**src/rtl/recfg_pkg.sv**
```systemverilog
package recfg_pkg;
    localparam int ST_W    = 4;
    localparam int N_CAUSE = 4;

    typedef enum logic [ST_W-1:0] {
        ST_IDLE  = 4'b0000,
        ST_LOAD0 = 4'b0010,
        ST_REV1  = 4'b0011,
        ST_LOAD1 = 4'b0100,
        ST_REV0  = 4'b0101,
        ST_ERR   = 4'b1111
    } st_e;

    function automatic logic is_load_state(st_e s);
        return (s == ST_LOAD0) || (s == ST_LOAD1) || (s == ST_REV0) || (s == ST_REV1);
    endfunction
endpackage

```
**src/rtl/recfg_fsm.sv**
```systemverilog
module recfg_fsm
    import recfg_pkg::*;
(
    input  logic clk,
    input  logic rst_n,
    input  logic start,
    input  logic img_sel,
    input  logic load_done,
    input  logic load_fail,
    input  logic wd_expire,
    output st_e  state,
    output logic loaded
);
    st_e  state_q;
    st_e  nxt;
    logic fail;

    assign fail = load_fail || wd_expire;

    // next-state logic
    always_comb begin
        nxt = state_q;
        unique case (state_q)
            ST_IDLE:  if (start) nxt = img_sel ? ST_LOAD1 : ST_LOAD0;
            ST_LOAD0: if (fail)  nxt = ST_REV1;
            ST_LOAD1: if (fail)  nxt = ST_REV0;
            ST_REV1:  if (fail)  nxt = ST_ERR;
            ST_REV0:  if (fail)  nxt = ST_ERR;
            ST_ERR:   nxt = ST_ERR;
            default:  nxt = ST_ERR;
        endcase
    end

    // state register
    always_ff @(posedge clk) begin
        if (!rst_n) state_q <= ST_IDLE;
        else        state_q <= nxt;
    end

    // output register: load-complete flag, cleared on every state change
    always_ff @(posedge clk) begin
        if (!rst_n)
            loaded <= 1'b0;
        else if (nxt != state_q)
            loaded <= 1'b0;
        else if (load_done && is_load_state(state_q))
            loaded <= 1'b1;
    end

    assign state = state_q;
endmodule

```
**src/rtl/recfg_wdog.sv**
```systemverilog
module recfg_wdog #(
    parameter int CNT_W = 29
) (
    input  logic             clk,
    input  logic             rst_n,
    input  logic             run,
    input  logic             kick,
    input  logic [CNT_W-1:0] timeout,
    output logic             expire
);
    logic [CNT_W-1:0] cnt;

    // expiry fires in the cycle the running count sits at zero
    assign expire = run && !kick && (cnt == '0);

    always_ff @(posedge clk) begin
        if (!rst_n)
            cnt <= '0;
        else if (!run || kick)
            cnt <= timeout;
        else if (cnt != '0)
            cnt <= cnt - 1'b1;
    end
endmodule

```
**src/rtl/recfg_cause_latch.sv**
```systemverilog
module recfg_cause_latch #(
    parameter int NC  = 4,
    parameter int S_W = 4
) (
    input  logic           clk,
    input  logic           rst_n,
    input  logic [NC-1:0]  causes,
    input  logic           user_req,
    input  logic [S_W-1:0] state,
    output logic [NC-1:0]  flags_q,
    output logic [S_W-1:0] state_q
);
    logic [NC-1:0] win;
    logic          any_evt;

    // fixed priority: the highest index wins
    always_comb begin
        win = '0;
        for (int i = 0; i < NC; i++) begin
            if (causes[i]) win = NC'(1) << i;
        end
    end

    assign any_evt = (|causes) || user_req;

    always_ff @(posedge clk) begin
        if (!rst_n) begin
            flags_q <= '0;
            state_q <= '0;
        end else if (any_evt) begin
            flags_q <= win;
            state_q <= state;
        end
    end
endmodule

```
**src/rtl/recfg_tracker.sv**
```systemverilog
module recfg_tracker
    import recfg_pkg::*;
#(
    parameter int TMO_W = 29
) (
    input  logic                  clk,
    input  logic                  rst_n,
    input  logic                  start_i,
    input  logic                  img_sel_i,
    input  logic                  load_done_i,
    input  logic                  load_fail_i,
    input  logic                  ev_cfg_pin_i,
    input  logic                  ev_crc_i,
    input  logic                  ev_stat_i,
    input  logic                  ev_user_i,
    input  logic                  wd_kick_i,
    input  logic                  wd_en_i,
    input  logic [TMO_W-1:0]      wd_timeout_i,
    output logic [ST_W+TMO_W:0]   cur_word_o,
    output logic [31:0]           prev_word_o
);
    localparam int LO_PAD = 32 - N_CAUSE - 2 - ST_W;

    st_e               state;
    logic              loaded;
    logic              wd_expire;
    logic [N_CAUSE-1:0] causes;
    logic [N_CAUSE-1:0] flags_q;
    logic [ST_W-1:0]   cap_state;

    recfg_fsm u_fsm (
        .clk       (clk),
        .rst_n     (rst_n),
        .start     (start_i),
        .img_sel   (img_sel_i),
        .load_done (load_done_i),
        .load_fail (load_fail_i),
        .wd_expire (wd_expire),
        .state     (state),
        .loaded    (loaded)
    );

    recfg_wdog #(.CNT_W(TMO_W)) u_wdog (
        .clk     (clk),
        .rst_n   (rst_n),
        .run     (wd_en_i && loaded),
        .kick    (wd_kick_i),
        .timeout (wd_timeout_i),
        .expire  (wd_expire)
    );

    assign causes = {ev_cfg_pin_i, ev_crc_i, ev_stat_i, wd_expire};

    recfg_cause_latch #(.NC(N_CAUSE), .S_W(ST_W)) u_cause (
        .clk      (clk),
        .rst_n    (rst_n),
        .causes   (causes),
        .user_req (ev_user_i),
        .state    (state),
        .flags_q  (flags_q),
        .state_q  (cap_state)
    );

    assign cur_word_o  = {state, wd_en_i, wd_timeout_i};
    assign prev_word_o = {flags_q, 2'b00, cap_state, {(LO_PAD - 2){1'b0}}, 2'b00};
endmodule

```
**config.mk**
```make
export PLATFORM = sky130hd
export DESIGN_NAME = recfg_tracker
export DESIGN_NICKNAME = d
export VERILOG_FILES = /design/src/rtl/recfg_pkg.sv /design/src/rtl/recfg_fsm.sv /design/src/rtl/recfg_wdog.sv /design/src/rtl/recfg_cause_latch.sv /design/src/rtl/recfg_tracker.sv
export SDC_FILE = /design/constraint.sdc
export NUM_CORES = 1
export LEC_CHECK = 0
export BUFFER_PORTS_ARGS = -buffer_cell sky130_fd_sc_hd__buf_2
export CORE_ASPECT_RATIO = 0.8
export CORE_MARGIN = 2
export CORE_UTILIZATION = 53
export DETAILED_ROUTE_END_ITERATION = 7
export PLACE_DENSITY = 0.86
export SYNTH_ARGS = -nofsm -noshare
export SYNTH_HDL_FRONTEND = slang
export SYNTH_SLANG_ARGS = --single-unit
```
**constraint.sdc**
```tcl
create_clock -name clk -period 3.9 [get_ports clk]
set_input_delay 0.39 -clock clk [delete_from_list [all_inputs] [get_ports clk]]
set_output_delay 0.39 -clock clk [all_outputs]
set_load 0.005 [all_outputs]
```
### Word-level counts from Yosys, hierarchy flattened

Cells that the tools add are included.
Widths: inputs -> output; s select.

* register bits: 42
* output and inout port bits: 66

* add/sub/neg operators: 1
* eq/ne operators: 5
* mux-type cells: 12
* bitwise gates (word level): 1
* reductions and logical operators: 19

Operators by type and width (number)
* $mux 29: 2
* $logic_not 29->1: 1
* $reduce_bool 29->1: 1
* $sub 29x1->29 const B: 1
* $mux 4: 5
* $pmux 4 s4: 1
* $eq 4x2->1 const B: 2
* $eq 4x3->1 const B: 2
* $logic_or 1x1->1: 6
* $mux 3: 2
* $logic_and 1x1->1: 4
* $logic_not 4->1: 1
* $ne 4x4->1: 1
* $reduce_or 2->1: 2
* $reduce_or 4->1: 1
* $logic_not 1->1: 2
* $mux 2: 1
* $reduce_bool 2->1: 1
* $mux 1: 1
* $not 1->1: 1

### Depth between registers and ports, before layout

* word-level depth: 8
* gate-level depth with buffers: 8
* gate-level depth less buffers: 6

### Modules after synthesis

From an unflattened synthesis, not the netlist that was laid out.

* cells, all modules: 329
* area, all modules: 2671.3 µm²

Modules (own cells, without submodules)
* recfg_wdog: times used 1, cells each 200, area each 1606.5 µm², seq. area each 580.6 µm²
* recfg_tracker: times used 1, cells each 56, area each 415.4 µm², seq. area each 0.0 µm²
* recfg_fsm: times used 1, cells each 38, area each 325.3 µm², seq. area each 100.1 µm²
* recfg_cause_latch: times used 1, cells each 35, area each 324.1 µm², seq. area each 160.2 µm²

### Least setup slack after synthesis

Ideal clock, no wire load.

* path kind: in2reg
* start point: input wd_kick_i
* end point: register u_wdog.cnt[5]
* library setup time: 0.117 ns
* data arrival time: 1.934 ns
* setup slack: 1.849 ns
* stages on the path: 7
* path buffers: 3
* cells stage by stage: and3b_1 -> clkbuf_1 -> nand4b_1 -> or3_1 -> clkbuf_1 -> buf_2 -> a32o_1

* longest elaborated chain between the ends: 2
* elaborated cells between the ends (all ways): 3
* classes of those cells: 1 x mux; 2 x reduce/logical

Ends and longest elaborated chain
* from (decl): line recfg_tracker.sv:16 `input logic wd_kick_i,`
* $logic_or 1x1->1 *: line recfg_wdog.sv:19 `else if (!run || kick)`
* $mux 29 or $reduce_bool 2->1 (tied branches)
* to (signal assigned): line recfg_wdog.sv:20 `cnt <= timeout;`
* to (signal assigned): line recfg_wdog.sv:22 `cnt <= cnt - 1'b1;`
* to (decl): line recfg_wdog.sv:11 `logic [CNT_W-1:0] cnt;`

Every way passes the cells marked *; elsewhere a longest branch is shown, timed or not.
A chain may end at the register's enable or synchronous reset.

### Worst setup path in the final report

* start point: register u_wdog.cnt[12]
* end point: register u_wdog.cnt[15]

* longest elaborated chain between the ends: 3
* elaborated cells between the ends (all ways): 5
* classes of those cells: 1 x add/sub; 2 x mux; 2 x reduce/logical

Ends and longest elaborated chain
* $sub 29x1->29: line recfg_wdog.sv:22
* $mux 29: line recfg_wdog.sv:21 `else if (cnt != '0)`
* $mux 29: line recfg_wdog.sv:19

Parallel ways exist; a longest one is shown, timed or not. The select of a mux whose other input is x is not followed.

==> results.json <==
{
  "setup_violations": 0,
  "dpl.hpwl_mm": 4.616,
  "cts_sinks": 42,
  "yosys.cell_types.count": 53,
  "pin_count": 107,
  "holdBufCountCts": 0,
  "crit_required_ns": 4.05,
  "combPwrFrac_pct": 26.6,
  "grt_max_degree": 54,
  "gp_congestion": 0.8861,
  "synth_top_cells_by_area": "dfxtp_1 (30%), buf_4 (15%), nand2_1 (5.0%)",
  "antenna_found_initial": 0,
  "arrival_ns": 3.02,
  "reg2regPathDepth": 5,
  "nets": 443,
  "fmax_mhz": 348.2,
  "viasPerCell": 5.665,
  "synth_top_area_share_pct": 30.07,
  "die_x_um": 85.21,
  "ys_seq_elements": 42,
  "fin_crit_ns": 2.872,
  "timing.rr.start": "u_wdog.cnt[12]",
  "wl_per_cell_um": 13.68,
  "yosys-top-cells-count": "buf_4 (55), dfxtp_1 (42), nand2_1 (37)",
  "cts_resized": 0,
  "p_switching_uw": 397.6,
  "ys_warn_count": 0,
  "swShare_pct": 33.01,
  "cp_max_fo": 14,
  "cts_root_buf": "clkbuf_8",
  "overflow": 0,
  "synth_edf_count": 0,
  "wl_mm": 6.333,
  "max-slew-margin-rel_pct": 55.84,
  "tns_ns": 0,
  "end_kind": "flip-flop",
  "post-cts-setup-buffer-count": 0,
  "p_leak_uw": 0.001236,
  "grt_pass1_vias": 2284,
  "grt_pass1_wl_mm": 10.05,
  "outcome": "finished clean",
  "drive_above_1_share_pct": 25.44,
  "critPathLaunchType": "flip-flop",
  "min-delay-start": "ev_crc_i",
  "core_area_um2": 5036,
  "regToRegSetupSlack_ns": 1.03,
  "p_int_uw": 806.7,
  "htreeDepth": 2,
  "place_inst": 455,
  "pwr-share-seq_pct": 46.4,
  "ir_drop_uv": 267.2,
  "layout-area-overhead-vs-synth_pct": 7.025,
  "clock_skew_ns": 0.007025,
  "final_cells": 463,
  "cts_tree": "done",
  "antenna_cells": 0,
  "cap_violations": 0,
  "clk_pin_slew_ns": 0.08,
  "die_h_um": 68.97,
  "syn_area_per_cell_um2": 7.704,
  "holdPathStages": 2,
  "period_share_pct": 73.65,
  "worstSetupPathType": "reg -> reg",
  "cts_made_buffers": 5,
  "r2r_end": "u_wdog.cnt[15]",
  "drtIter0Drc": 149,
  "first_pass_iters": 4,
  "tightest_slew_ns": 0.6589,
  "io_buffers": 82,
  "synth_most_common_cell": "buf_4",
  "start_util_pct": 55.53,
  "vias": 2623,
  "p_per_area_nw_per_um2": 402.4,
  "ys_seq_area_share_pct": 30.07,
  "dp_slack_ns": 1.054,
  "worst_slack_ns": 1.028,
  "drc_errors": 0,
  "clock_latency_ns": 0.29,
  "synth_area_um2": 2796,
  "finalHoldViolCount": 0,
  "grtUsageTotal_pct": 21.19,
  "yosys.area.top_type": "dfxtp_1",
  "ys_async_sr_fraction_pct": 0,
  "worst_hold_path_type": "in -> reg",
  "postSynthCellCount": 363,
  "cts_buffer_depth": 2,
  "ant_nets": 0,
  "slew_violations": 0,
  "hold_end": "u_cause.flags_q[1]",
  "rsz0062_at_grt": "no",
  "rows": 23,
  "p_clk_share_pct": 27.0,
  "die-area_um2": 5877,
  "synth_ff_type": "dfxtp_1"
}
-- power by group through the flow --
| stage | logic [µW] | registers, µW | clock network [µW] |
|---|---|---|---|
| after floorplan | 284 | 526 | 0 |
| after CTS | 318 | 556 | 330 |
| after global routing | 364 | 570 | 349 |
| after global placement | 307 | 564 | 0 |
| final | 320 | 559 | 325 |
| after detailed placement | 317 | 566 | 0 |
-- state kept, by name, summed over array words and instances (netlist names) --
signal	count
u_wdog.cnt	29
u_cause.state_q	4
u_cause.flags_q	4
u_fsm.loaded	1
u_fsm.state	4
-- kinds of logic (layout without fill, tap and decap cells) --
group           Yosys count  in the layout  share of synthesized area [%]
xor+xnor                 10             10                          3.132
other cells               1             24                         0.1341
mux                       2              2                         0.7159
simple gates            132            132                          24.56
buf+inv                  86            101                          19.37
fa+ha+maj                 2              2                         0.8947
flops                    42             42                          30.07
compound gates           88             88                          21.12
-- through the flow --
step	util (%)	power [µW]	cell area [µm²]	hold slack [ns]
floorplan	-	810.5	2883	0.4366
global placement	57.24	871.5	2883	0.4421
detailed placement	57.24	882.3	2883	0.4483
CTS	59.43	1204	2993	0.3364
global route	59.43	1284	2993	0.3378
finish	59.43	1204	2993	0.3384
-- how the worst max path moves through the flow --
stage / start / end / slack, ns / cells after the start
CTS: u_wdog.cnt[12] / u_wdog.cnt[7] / 1.04 / 5
detailed placement: u_wdog.cnt[12] / u_wdog.cnt[7] / 1.05 / 5
floorplan: wd_kick_i / u_wdog.cnt[5] / 1.85 / 7
global placement: u_wdog.cnt[12] / u_wdog.cnt[15] / 1.19 / 5
global route: u_wdog.cnt[12] / u_wdog.cnt[7] / 0.81 / 5
finish: u_wdog.cnt[12] / u_wdog.cnt[15] / 1.03 / 5
-- metal layers --
metal	track usage, %	part of all wire (%)
met5	0	0
met4	5.754	0.81
met3	4.524	8.5
met2	37.89	48
met1	26.24	43
-- critical path, stage by stage (launching register included) --
cell      delay, ns
dfxtp_1        0.36
or4_4          0.58
nand4b_1       0.49
or3_1          0.72
nand2_1        0.48
o22ai_1        0.12
-- cell type report --
| cell class | count | area [µm²] |
|---|---|---|
| clock buffer | 8 | 110.1 |
| fill | 475 | 2043 |
| inverter | 8 | 30.03 |
| multi-input combinational | 258 | 1501 |
| sequential | 42 | 840.8 |
| tap | 62 | 77.57 |
| timing repair buffer | 85 | 432.9 |
-- cells in the final DEF, fill, tap and decap left out, drive strengths merged, types with 3 or more instances in the layout --
cell | Yosys | routed
a31oi | 4 | 4
o31ai | 7 | 7
buf | 60 | 85
nand2b | 8 | 8
a211oi | 13 | 13
o32ai | 4 | 4
nor4 | 13 | 13
or4 | 3 | 3
xor2 | 3 | 3
inv | 8 | 8
nor3 | 17 | 17
o21ai | 18 | 18
conb | 1 | 24
nand3b | 3 | 3
xnor2 | 7 | 7
nand2 | 37 | 37
nand3 | 10 | 10
o22ai | 4 | 4
clkbuf | 18 | 8
or3 | 6 | 6
dfxtp | 42 | 42
nor2 | 25 | 25
o21a | 3 | 3
a21oi | 19 | 19
o31a | 3 | 3
Power figures use the tool's default switching activity.
